**src/rtl/smc_pkg.sv**
```systemverilog
package smc_pkg;

  typedef enum logic [2:0] {
    ST_OFF        = 3'd0,
    ST_WATCH      = 3'd1,
    ST_IDLE       = 3'd2,
    ST_FLASH      = 3'd3,
    ST_TORCH_HOLD = 3'd4,
    ST_TORCH_ECO  = 3'd5
  } smc_state_e;

  typedef struct packed {
    logic pwr;
    logic flash;
    logic torch;
    logic monitor;
    logic hold;
    logic charge;
  } smc_cmd_t;

  function automatic logic is_torch(smc_state_e s);
    return (s == ST_TORCH_HOLD) || (s == ST_TORCH_ECO);
  endfunction

  // milliseconds allowed in torch for a limit code (0 = unlimited)
  function automatic int unsigned torch_limit_ms(int unsigned sel, int unsigned step_ms);
    return sel * step_ms;
  endfunction

endpackage

```
**src/rtl/smc_prescale.sv**
```systemverilog
module smc_prescale #(
  parameter int unsigned DIV = 4
) (
  input  logic clk,
  input  logic rst_n,
  input  logic clr,
  input  logic run,
  output logic tick
);
  localparam int unsigned PW = (DIV > 1) ? $clog2(DIV) : 1;
  localparam logic [PW-1:0] LAST = PW'(DIV - 1);

  logic [PW-1:0] pre_q;

  assign tick = run && (pre_q == LAST);

  always_ff @(posedge clk or negedge rst_n) begin
    if (!rst_n)   pre_q <= '0;
    else if (clr) pre_q <= '0;
    else if (run) pre_q <= (pre_q == LAST) ? '0 : pre_q + 1'b1;
  end
endmodule

```
**src/rtl/smc_flash_timer.sv**
```systemverilog
module smc_flash_timer #(
  parameter int unsigned CW = 5
) (
  input  logic          clk,
  input  logic          rst_n,
  input  logic          load,
  input  logic [CW-1:0] load_val,
  input  logic          dec,
  output logic [CW-1:0] cnt,
  output logic          zero
);
  always_ff @(posedge clk or negedge rst_n) begin
    if (!rst_n)                  cnt <= '0;
    else if (load)               cnt <= load_val;
    else if (dec && cnt != '0)   cnt <= cnt - 1'b1;
  end

  assign zero = (cnt == '0);
endmodule

```
**src/rtl/smc_torch_timer.sv**
```systemverilog
module smc_torch_timer #(
  parameter int unsigned STEP_MS = 5000,
  parameter int unsigned SEL_W   = 2
) (
  input  logic             clk,
  input  logic             rst_n,
  input  logic             run,
  input  logic             tick,
  input  logic [SEL_W-1:0] sel,
  output logic             expire
);
  localparam int unsigned MS_MAX = ((1 << SEL_W) - 1) * STEP_MS;
  localparam int unsigned MW     = $clog2(MS_MAX + 1);

  logic [MW-1:0] ms_q;
  logic [MW-1:0] limit;

  assign limit = MW'(smc_pkg::torch_limit_ms(32'(sel), STEP_MS));

  always_ff @(posedge clk or negedge rst_n) begin
    if (!rst_n)                               ms_q <= '0;
    else if (!run)                            ms_q <= '0;
    else if (tick && ms_q != MW'(MS_MAX))     ms_q <= ms_q + 1'b1;
  end

  assign expire = run && (sel != '0) && (ms_q >= limit);
endmodule

```
**src/rtl/smc_fsm.sv**
```systemverilog
module smc_fsm
  import smc_pkg::*;
(
  input  logic       clk,
  input  logic       rst_n,
  input  logic       pwr,
  input  logic       mon_ok,
  input  logic       flash_req,
  input  logic       torch_req,
  input  logic       ready,
  input  logic       fault,
  input  logic       flash_stop,
  input  logic       torch_exp,
  input  logic       hold,
  output smc_state_e state
);
  smc_state_e nxt;
  smc_state_e torch_pick;

  assign torch_pick = hold ? ST_TORCH_HOLD : ST_TORCH_ECO;

  always_comb begin
    nxt = state;
    if (!pwr) begin
      nxt = ((state == ST_OFF || state == ST_WATCH) && mon_ok) ? ST_WATCH : ST_OFF;
    end else begin
      case (state)
        ST_OFF, ST_WATCH: nxt = ST_IDLE;
        ST_IDLE: begin
          if (!fault) begin
            if (flash_req && ready)      nxt = ST_FLASH;
            else if (torch_req && ready) nxt = torch_pick;
          end
        end
        ST_FLASH: begin
          if (fault || flash_stop || !flash_req) nxt = ST_IDLE;
        end
        ST_TORCH_HOLD, ST_TORCH_ECO: begin
          if (fault || torch_exp || !torch_req) nxt = ST_IDLE;
          else if (flash_req && ready)          nxt = ST_FLASH;
          else                                  nxt = torch_pick;
        end
        default: nxt = ST_OFF;
      endcase
    end
  end

  always_ff @(posedge clk or negedge rst_n) begin
    if (!rst_n) state <= ST_OFF;
    else        state <= nxt;
  end
endmodule

```
**src/rtl/strobe_mode_ctrl.sv**
```systemverilog
module strobe_mode_ctrl
  import smc_pkg::*;
#(
  parameter int unsigned FTIM_W         = 5,
  parameter int unsigned TSEL_W         = 2,
  parameter int unsigned VSEL_W         = 2,
  parameter int unsigned FLASH_TICK_DIV = 132000,
  parameter int unsigned TORCH_TICK_DIV = 10000,
  parameter int unsigned TORCH_STEP_MS  = 5000
) (
  input  logic              clk,
  input  logic              rst_n,
  input  logic              cmd_wr,
  input  logic              wr_pwr,
  input  logic              wr_flash,
  input  logic              wr_torch,
  input  logic              wr_monitor,
  input  logic              wr_hold,
  input  logic              wr_charge,
  input  logic [FTIM_W-1:0] wr_ftim,
  input  logic [TSEL_W-1:0] wr_tsel,
  input  logic [VSEL_W-1:0] wr_vsel,
  input  logic              flash_pin,
  input  logic              torch_pin,
  input  logic              cap_ready,
  input  logic              led_hot,
  input  logic              chip_hot,
  input  logic              lsens_stop,
  output logic [2:0]        state_o,
  output logic              flash_en,
  output logic              torch_en,
  output logic              torch_hold_o,
  output logic              charge_en,
  output logic              flash_run,
  output logic              flash_cmd_o,
  output logic              attn_timeout,
  output logic              fl_ovr
);
  smc_cmd_t          cmd_q;
  logic [TSEL_W-1:0] tsel_q;
  logic [VSEL_W-1:0] vsel_q;
  smc_state_e        state;

  // named internal events
  logic              flash_req;
  logic              torch_req;
  logic              fault;
  logic              mon_ok;
  logic              in_flash;
  logic              in_torch;
  logic              ftick;
  logic              ttick;
  logic [FTIM_W-1:0] fcnt;
  logic              fcnt_zero;
  logic              flash_to_evt;
  logic              ovr_evt;
  logic              torch_exp;
  logic              attn_q;
  logic              ovr_q;

  assign flash_req    = cmd_q.flash && flash_pin;
  assign torch_req    = cmd_q.torch && torch_pin;
  assign fault        = led_hot || chip_hot;
  assign mon_ok       = cmd_q.monitor && (vsel_q != '0);
  assign in_flash     = (state == ST_FLASH);
  assign in_torch     = is_torch(state);
  assign flash_to_evt = in_flash && fcnt_zero;
  assign ovr_evt      = in_flash && lsens_stop && !fcnt_zero;

  // command word with self-clearing enables; a write always wins
  always_ff @(posedge clk or negedge rst_n) begin
    if (!rst_n) begin
      cmd_q  <= '0;
      tsel_q <= '0;
      vsel_q <= '0;
    end else if (cmd_wr) begin
      cmd_q.pwr     <= wr_pwr;
      cmd_q.flash   <= wr_flash;
      cmd_q.torch   <= wr_torch;
      cmd_q.monitor <= wr_monitor;
      cmd_q.hold    <= wr_hold;
      cmd_q.charge  <= wr_charge;
      tsel_q        <= wr_tsel;
      vsel_q        <= wr_vsel;
    end else begin
      if (flash_to_evt || ovr_evt) cmd_q.flash <= 1'b0;
      if (torch_exp)               cmd_q.torch <= 1'b0;
    end
  end

  smc_prescale #(.DIV(FLASH_TICK_DIV)) u_fpre (
    .clk(clk), .rst_n(rst_n), .clr(cmd_wr), .run(in_flash), .tick(ftick)
  );

  smc_flash_timer #(.CW(FTIM_W)) u_ftmr (
    .clk(clk), .rst_n(rst_n), .load(cmd_wr), .load_val(wr_ftim),
    .dec(ftick), .cnt(fcnt), .zero(fcnt_zero)
  );

  smc_prescale #(.DIV(TORCH_TICK_DIV)) u_tpre (
    .clk(clk), .rst_n(rst_n), .clr(!in_torch), .run(in_torch), .tick(ttick)
  );

  smc_torch_timer #(.STEP_MS(TORCH_STEP_MS), .SEL_W(TSEL_W)) u_ttmr (
    .clk(clk), .rst_n(rst_n), .run(in_torch), .tick(ttick),
    .sel(tsel_q), .expire(torch_exp)
  );

  smc_fsm u_fsm (
    .clk(clk), .rst_n(rst_n), .pwr(cmd_q.pwr), .mon_ok(mon_ok),
    .flash_req(flash_req), .torch_req(torch_req), .ready(cap_ready),
    .fault(fault), .flash_stop(flash_to_evt || ovr_evt),
    .torch_exp(torch_exp), .hold(cmd_q.hold), .state(state)
  );

  // one-cycle event pulses toward the status latch
  always_ff @(posedge clk or negedge rst_n) begin
    if (!rst_n) begin
      attn_q <= 1'b0;
      ovr_q  <= 1'b0;
    end else begin
      attn_q <= flash_to_evt;
      ovr_q  <= ovr_evt;
    end
  end

  assign state_o      = state;
  assign flash_en     = in_flash;
  assign flash_run    = in_flash;
  assign torch_en     = in_torch;
  assign torch_hold_o = (state == ST_TORCH_HOLD);
  assign charge_en    = cmd_q.charge && (state == ST_IDLE || state == ST_TORCH_HOLD);
  assign flash_cmd_o  = cmd_q.flash;
  assign attn_timeout = attn_q;
  assign fl_ovr       = ovr_q;
endmodule

```
**config.mk**
```make
export PLATFORM = sky130hd
export DESIGN_NAME = strobe_mode_ctrl
export DESIGN_NICKNAME = d
export VERILOG_FILES = /design/src/rtl/smc_pkg.sv /design/src/rtl/smc_prescale.sv /design/src/rtl/smc_flash_timer.sv /design/src/rtl/smc_torch_timer.sv /design/src/rtl/smc_fsm.sv /design/src/rtl/strobe_mode_ctrl.sv
export SDC_FILE = /design/constraint.sdc
export NUM_CORES = 1
export LEC_CHECK = 0
export ABC_AREA = 0
export CORE_MARGIN = 2
export CORE_UTILIZATION = 57
export CTS_CLUSTER_SIZE = 20
export DETAILED_ROUTE_END_ITERATION = 7
export HOLD_SLACK_MARGIN = 0.1
export PLACE_DENSITY = 0.79
export SLEW_MARGIN = 5
export SYNTH_ARGS = -nofsm -noshare
export SYNTH_HDL_FRONTEND = slang
export SYNTH_SLANG_ARGS = --single-unit
```
**constraint.sdc**
```tcl
create_clock -name clk -period 2.5 [get_ports clk]
set_input_delay 0.5 -clock clk [delete_from_list [all_inputs] [get_ports clk]]
set_output_delay 0.5 -clock clk [all_outputs]
set_load 0.1 [all_outputs]
```
==> Yosys cells after proc, flatten, opt, wreduce, memory -nomap -nowiden <==
Index checks and enable logic that the tools add are counted.
{ "totals": {"regBits": 66, "latch_bits": 0, "ram_bits": 0, "rom_bits": 0, "inputBits": 24, "mem_count": 0} }
{ "classes": {"addsub": 4, "n_mul": 1, "div": 0, "magnitude_cmp": 1, "n_eq_ne": 12, "shifts": 0, "muxes": 22, "bitwise_logic": 0, "reduce_logical": 40} }
{ "op_table": {"columns": ["op", "count"], "rows": [
  ["14-bit two-way mux", 4],
  ["18-bit two-way mux", 3],
  ["14-bit by 1-bit adder with 14-bit output (second input constant)", 2],
  ["3-bit two-way mux", 7],
  ["18-bit by 1-bit adder with 18-bit output (second input constant)", 1],
  ["18-bit equality test (second input constant)", 1],
  ["1-bit logical AND", 16],
  ["14-bit equality test (second input constant)", 1],
  ["14-bit greater-or-equal comparator", 1],
  ["14-bit inequality test (second input constant)", 1],
  ["3-bit case mux with 4 select lines", 1],
  ["2-bit nonzero test", 6],
  ["2-bit by 10-bit multiplier with 11-bit output (second input constant)", 1],
  ["5-bit two-way mux", 2],
  ["1-bit logical OR", 9],
  ["3-bit by 2-bit equality test with 1-bit output (second input constant)", 2],
  ["3-bit equality test (second input constant)", 2],
  ["5-bit logical NOT", 1],
  ["5-bit nonzero test", 1],
  ["5-bit by 1-bit subtractor with 5-bit output (second input constant)", 1],
  ["1-bit two-way mux", 4],
  ["4-bit by 2-bit inequality test with 1-bit output (second input constant)", 1],
  ["2-bit OR reduction", 2],
  ["3-bit by 1-bit equality test with 1-bit output (second input constant)", 1],
  ["other kinds (7)", 9]
]} }

==> Longest topological paths before layout <==
Gate-level depths: netlist of the first run.
{ "depth": {"ltp_word": 9, "ltp_mapped": 9} }

==> By module <==
Synthesis of the first run repeated with hierarchy kept, for this count alone.
{ "unflattened": {"hier_cells": 419, "area_unflattened_um2": 4036.4} }
{ "modules_own_cells": {"columns": ["module", "n_inst", "cells_each", "area_per_inst_um2"], "rows": [
  ["smc_torch_timer", 1, 114, 1068.5],
  ["smc_prescale (u_fpre)", 1, 108, 997.2],
  ["smc_prescale (u_tpre)", 1, 95, 848.3],
  ["strobe_mode_ctrl", 1, 42, 578.1],
  ["smc_flash_timer", 1, 32, 304.0],
  ["smc_fsm", 1, 28, 240.2]
]} }

==> Worst setup path after synthesis of the first run <==
No wires, ideal clock.
{ "synth_path": {"kind": "register to output", "startpoint": "register u_fsm.state[2]", "endpoint": "output port charge_en", "arrival_time_ps": 3396, "required_ps": 2000, "slack_ps": -1396, "path_stages_with_launch": 3, "path_buffers": 0, "cell_sequence": "dfrtp_1 > xnor2_1 > nor3b_1"} }
{ "synth_via": {"elab_chain_cells": 3} }
{ "synth_rtl": {"columns": ["element", "line", "text"], "rows": [
  ["from (decl)", "smc_fsm.sv:15", "output smc_state_e state"],
  ["from (signal assigned)", "smc_fsm.sv:50", "else state <= nxt;"],
  ["3-bit by 2-bit equality test with 1-bit output / 3-bit equality test (equally long branches)", "strobe_mode_ctrl.sv:132", "assign charge_en = cmd_q.charge && (state == ST_IDLE || state == ST_TORCH_HOLD);"],
  ["1-bit logical OR *", "strobe_mode_ctrl.sv:132", null],
  ["1-bit logical AND *", "strobe_mode_ctrl.sv:132", null],
  ["to (decl)", "strobe_mode_ctrl.sv:33", "output logic charge_en,"]
]} }
Every way passes the cells marked *; elsewhere a longest branch is shown, timed or not.

==> Final worst setup path of the first run <==
{ "layout_path": {"startpoint": "register u_tpre.pre_q[6]", "endpoint": "register u_ttmr.ms_q[12]"} }
{ "layout_via": {"elab_chain_cells": 4} }
{ "layout_rtl": {"columns": ["element", "line", "text"], "rows": [
  ["from (decl)", "smc_prescale.sv:13", "logic [PW-1:0] pre_q;"],
  ["from (signal assigned)", "smc_prescale.sv:20", "else if (run) pre_q <= (pre_q == LAST) ? '0 : pre_q + 1'b1;"],
  ["14-bit equality test", "smc_prescale.sv:15", "assign tick = run && (pre_q == LAST);"],
  ["1-bit logical AND", "smc_prescale.sv:15", null],
  ["1-bit logical AND", "smc_torch_timer.sv:23", "else if (tick && ms_q != MW'(MS_MAX)) ms_q <= ms_q + 1'b1;"],
  ["2-bit by 1-bit inequality test with 1-bit output (no source line)", null, null],
  ["to (signal assigned)", "smc_torch_timer.sv:23", null],
  ["to (decl)", "smc_torch_timer.sv:15", "logic [MW-1:0] ms_q;"]
]} }
Every way passes these cells.
A chain may end at the register's enable or synchronous reset.

==> results.cfg, run 1 <==
[sta]
fmax_mhz = 428
period_needed_ns = 2.33
fin_ws_ns = 0.165
skew_ns = 0.00742
rsz0062_at_grt = false
tightest_slew_ns = 0.511
slew_viol_final = 0
max-slew-margin-rel_pct = 65.6
fin_hold_ws_ns = 0.165
hold_viol = 0
setup_viol = 0
fin_crit_sh_pct = 93.4
setup_tns_ns = 0

[floorplan]
core_sq_um = 6310
initial_core_util_pct = 58.5
die-area_sq_um = 7140
rows = 29
chipWidth_um = 84.5
pin_count = 35
die_h_um = 84.5

[finish]
fillCellCount = 493
diodes = 0
layout_common_cells = 63 x dfrtp_1, 41 x nor2_1, 33 x nand2_1
final_cell_area_sq_um = 4410
final_core_util_pct = 69.8
syn_to_final_growth_pct = 19.2
nNetsFinal = 474
final_common_cell = dfrtp_1
finalNonFillerCells = 513
drive_gt1_share_pct = 13.3

[worst_setup_path]
crit_type = reg -> reg
critPathMaxFanout = 14
start_kind = flop
crit_end = u_ttmr.ms_q[12]
ff2ff_path_depth = 5
cp-startpoint = u_tpre.pre_q[6]
r2r-start = u_tpre.pre_q[6]
worstPathRequired_ns = 2.79
r2r_slack_ns = 0.17
critPathArrivalTime_ns = 2.62
worstReg2RegEnd = u_ttmr.ms_q[12]
endpoint_kind = flop

[synthesis]
synth_top_area_share_pct = 44.7
synth_top_cell_by_area = dfrtp_1
synth-seq-cells = 66
yosys_most_used_dff = dfrtp_1
synth_area_leaders = dfrtp_1 45%, ha_1 6.4%, nor2_1 4.3%
avgSynthCellArea_sq_um = 9.57
async_flop_share_pct = 100
ys_warn_count = 0
synthesis.area_sq_um = 3690
ys_types = 52
synth_seq_area_share_pct = 44.7
synthCells = 386
synth_edf_count = 0
syn_nets = 429

[placed_design]
port_buffers = 34
place_area_sq_um = 4210
place_hpwl_um = 5710
gp_congestion = 0.914
pre_cts_slack_ns = 0.208
dp_cells = 497

[clock_network]
cts_tree = yes
clkLatencyLatePin_ns = 0.35
clock-root-buffer = clkbuf_8
cts_sinks = 66
cts_setup_buffers = 0
holdBufCountCts = 0
clockBufferDepth = 2
cts_resized = 0
numCtsBuffers = 9
clkTransAtPathRegs_ns = 0.08
h-tree-depth = 3

[job]
maxCapViolCount = 0

[detailed_routing]
routedWlPerCell_um = 15.5
routed_wl_um = 7980
ant_nets = 0
drcViolationCount = 0
drt-initial-drc-count = 224
vias_per_cell = 5.84
first_pass_iters = 4
vias = 2995

[grt]
met3_usage_pct = 4.62
grt_max_degree = 67
grt_pass1_vias = 3039
grtUsageTotal_pct = 24.3
antenna_found_initial = 0
grt_overflow = 0
use_met2_pct = 38.9
grtUsageMet1_pct = 33.6
grt_pass1_wl_um = 14200
busiest_layer = met2

[worst_hold_path]
hold_path.class = in -> async

[power_and_ir_drop]
total_power_mw = 2.74
p_leak_nw = 1.96
ir_drop_mv = 0.498
power_density_nw_per_um2 = 622

[status]
status = complete, no violations
-- Yosys cell counts, types with 2 or more instances --
library cell,n
dfrtp_1,66
nor2_1,42
nand2_1,33
and3_1,22
o21ai_0,21
ha_1,19
nand3_1,18
xnor2_1,16
xor2_1,16
inv_1,15
nand4_1,14
a21oi_1,13
clkbuf_1,8
or3_1,8
mux2_2,7
a31oi_1,6
nor4_1,5
and2_1,4
nand2b_1,4
nand3b_1,4
nor3_1,4
a211oi_1,3
nor4b_1,3
a22o_1,2
mux2i_1,2
nor3b_1,2
o211ai_1,2
o21a_1,2
o31ai_1,2
-- cell type report --
| class | instances | area [sq um] | share of cell area, % |
|---|---|---|---|
| tap | 77 | 96.3 | 2.19 |
| clock buffer | 9 | 124 | 2.81 |
| multi-input combinational | 293 | 1950 | 44.2 |
| sequential | 66 | 1660 | 37.6 |
| inverter | 17 | 65.1 | 1.48 |
| clock inverter | 7 | 70.1 | 1.59 |
| timing repair buffer | 44 | 445 | 10.1 |
-- critical path, stage by stage (launching register included) --
cell	delay [ns]
dfrtp_1	0.44
or4_4	0.56
o41ai_4	0.38
nand2_1	0.30
or4_1	0.53
nand2_1	0.07
-- worst min-delay path by stage --
stage                          from              end  slack, ns  cells after the start
finish                        rst_n        tsel_q[0]       0.16                      2
global route                  rst_n        tsel_q[0]       0.18                      2
CTS                           rst_n  u_ttmr.ms_q[13]       0.18                      2
detailed placement  u_tpre.pre_q[0]  u_tpre.pre_q[0]       0.46                      1
global placement    u_tpre.pre_q[0]  u_tpre.pre_q[0]       0.45                      1
floorplan                     rst_n     attn_timeout       0.20                      0
-- flip-flops by register name, indices dropped and copies added, names as in the netlist --
register and count:
u_tpre.pre_q 14, u_ftmr.cnt 5, u_ttmr.ms_q 14, attn_timeout 1
u_fsm.state 3, u_fpre.pre_q 18, tsel_q 2, cmd_q 5
flash_cmd_o 1, vsel_q 2, fl_ovr 1
-- logic make-up (layout without fill, tap and decap cells) --
kind of cell	after synthesis	after routing	share of synthesized area (%)
simple gates	174	174	25.3
flops	66	66	44.7
compound gates	59	59	10.3
xor+xnor	32	32	7.59
buf+inv	27	77	3.05
fa+ha+maj	19	19	6.43
mux	9	9	2.68
-- layer usage --
metal  vias to the layer above  wire (um)
met5                         -          0
met4                         0         77
met3                         6        321
met2                        69       3840
met1                      1450       3740
li1                       1470          -
-- where the power goes --
group          total, mW  leakage (nW)  switching (mW)  internal [mW]
combinational      0.664         0.973           0.448          0.217
sequential          1.18         0.883          0.0655           1.12
clock              0.895        0.0990           0.436          0.458
Note: power is estimated with default switching activity, not from simulation.
==> inputs of run 2 (changes only) <==
--- a/config.mk
+++ b/config.mk
@@ -6,6 +6,7 @@
 export NUM_CORES = 1
 export LEC_CHECK = 0
 export ABC_AREA = 0
+export CORE_ASPECT_RATIO = 1.1
 export CORE_MARGIN = 2
 export CORE_UTILIZATION = 57
 export CTS_CLUSTER_SIZE = 20
==> run 2 against run 1 <==
Effect of this change:
- via count rose by 2.6%
- global-route usage rose by 1.0 points
- clock power rose by 15%
- routed wire length rose by 1.2%
- sequential power barely moved
- combinational power barely moved
- non-clock buffer count did not move
- register-to-register slack improved by 0.03 ns
- worst setup slack improved by 0.033 ns
- largest cell class unchanged
- largest power group unchanged
- flip-flop and latch count did not move
- die area barely moved
- critical path depth did not move
==> results.cfg, run 2 (synthesized netlist as in run 1, its figures left out) <==
[clock_network]
h-tree-depth = 3
cts_tree = yes
holdBufCountCts = 0
clkTransAtPathRegs_ns = 0.08
clkLatencyLatePin_ns = 0.34
numCtsBuffers = 9
clockBufferDepth = 2
cts_resized = 0
cts_sinks = 66
clock-root-buffer = clkbuf_8
cts_setup_buffers = 0

[finish]
layout_common_cells = 63 x dfrtp_1, 41 x nor2_1, 33 x nand2_1
largest_reg_flops = 18
top_register = u_fpre.pre_q
drive_gt1_share_pct = 13.3
diodes = 0
nNetsFinal = 474
fillCellCount = 482
syn_to_final_growth_pct = 19.8
reg_top3 = u_fpre.pre_q (18), u_tpre.pre_q (14), u_ttmr.ms_q (14)
final_common_cell = dfrtp_1

[grt]
grt_pass1_wl_um = 14100
antenna_found_initial = 0
grt_max_degree = 40
grt_overflow = 0
grtUsageTotal_pct = 25.3
grt_pass1_vias = 3181

[worst_setup_path]
ff2ff_path_depth = 5
crit_chain = or4_4 -> o41ai_4 -> nand2_1 -> or3_1 -> a21oi_1
start_kind = flop
slowest_delay_ns = 0.56
cp_slowest_cell = or4_4
endpoint_kind = flop
critPathMaxFanout = 14
worstPathRequired_ns = 2.77
critPathArrivalTime_ns = 2.57
crit_type = reg -> reg

[sta]
fmax_mhz = 434
hold_viol = 0
rsz0062_at_grt = false
setup_tns_ns = 0
fin_crit_sh_pct = 92.1
setup_viol = 0
period_needed_ns = 2.30
skew_ns = 0.00995
slew_viol_final = 0
fin_ws_ns = 0.198
max-slew-margin-rel_pct = 57.5
tightest_slew_ns = 0.634

[worst_hold_path]
hold_path.class = in -> async

[placed_design]
place_hpwl_um = 5800
pre_cts_slack_ns = 0.221
port_buffers = 34
gp_congestion = 0.958

[status]
status = complete, no violations

[detailed_routing]
routed_wl_um = 8080
first_pass_iters = 4
vias_per_cell = 5.96
routedWlPerCell_um = 15.7
vias = 3073
drt-initial-drc-count = 250
drcViolationCount = 0
ant_nets = 0

[floorplan]
rows = 30
die-area_sq_um = 7140
die_h_um = 88.4
core_sq_um = 6230
pin_count = 35
initial_core_util_pct = 59.3
chipWidth_um = 80.8

[power_and_ir_drop]
ir_drop_mv = 0.489
power_density_nw_per_um2 = 648
p_leak_nw = 1.96

[job]
maxCapViolCount = 0
run 2: cell types whose count changed in the layout (fill, tap and decap cells not counted), sizes merged:
cell	change
bufinv	+1
clkinv	-3
inv	+1
clkinvlp	+1
run 2: worst paths after layout:
path	start	to	slack, ns
max	u_tpre.pre_q[6]	u_ttmr.ms_q[9]	0.20
min	rst_n	u_ttmr.ms_q[10]	0.15
max reg2reg	u_tpre.pre_q[6]	u_ttmr.ms_q[9]	0.20
min reg2reg	u_tpre.pre_q[0]	u_tpre.pre_q[0]	0.48
max in group asynchronous	rst_n	u_fpre.pre_q[12]	1.94
min in group clk	u_tpre.pre_q[0]	u_tpre.pre_q[0]	0.48
run 2: layout make-up:
| type | count | area (sq um) | area share (%) |
|---|---|---|---|
| timing repair buffer | 44 | 433 | 9.78 |
| inverter | 17 | 65.1 | 1.47 |
| clock inverter | 7 | 101 | 2.29 |
| sequential | 66 | 1660 | 37.4 |
| multi-input combinational | 293 | 1950 | 44.0 |
| clock buffer | 9 | 124 | 2.80 |
| tap | 80 | 100 | 2.26 |
run 2: where the power goes:
group	switching (mW)	total, mW	internal [mW]
clock	0.458	1.03	0.568
combinational	0.447	0.663	0.216
sequential	0.0635	1.18	1.12
run 2: through the flow:
step,area [sq um],instances,hold WS (ns),total power [mW],utilization (%)
floorplan,3720,386,0.204,1.65,-
global placement,4200,500,0.453,1.85,67.4
detailed placement,4200,500,0.478,1.86,67.4
CTS,4430,516,0.160,2.88,71.1
global route,4430,516,0.179,2.99,71.1
finish,4430,516,0.153,2.87,71.1
run 2: critical path, delay by kind of cell (launching register included):
kind / cells / cell delay [ns]
flip-flops: 1 / 0.43
AO/OA/AOI/OAI: 2 / 0.52
AND/OR/NAND/NOR: 3 / 1.28
run 2: per-layer routing:
layer / share of wire (%) / wire [um] / vias up / track usage [%]
li1: - / - / 1477 / -
met1: 45 / 3620 / 1505 / 31.9
met2: 50 / 4040 / 80 / 42.6
met3: 3.8 / 310 / 11 / 5.92
met4: 1.3 / 108 / 0 / 9.86
met5: 0 / 0 / - / 0
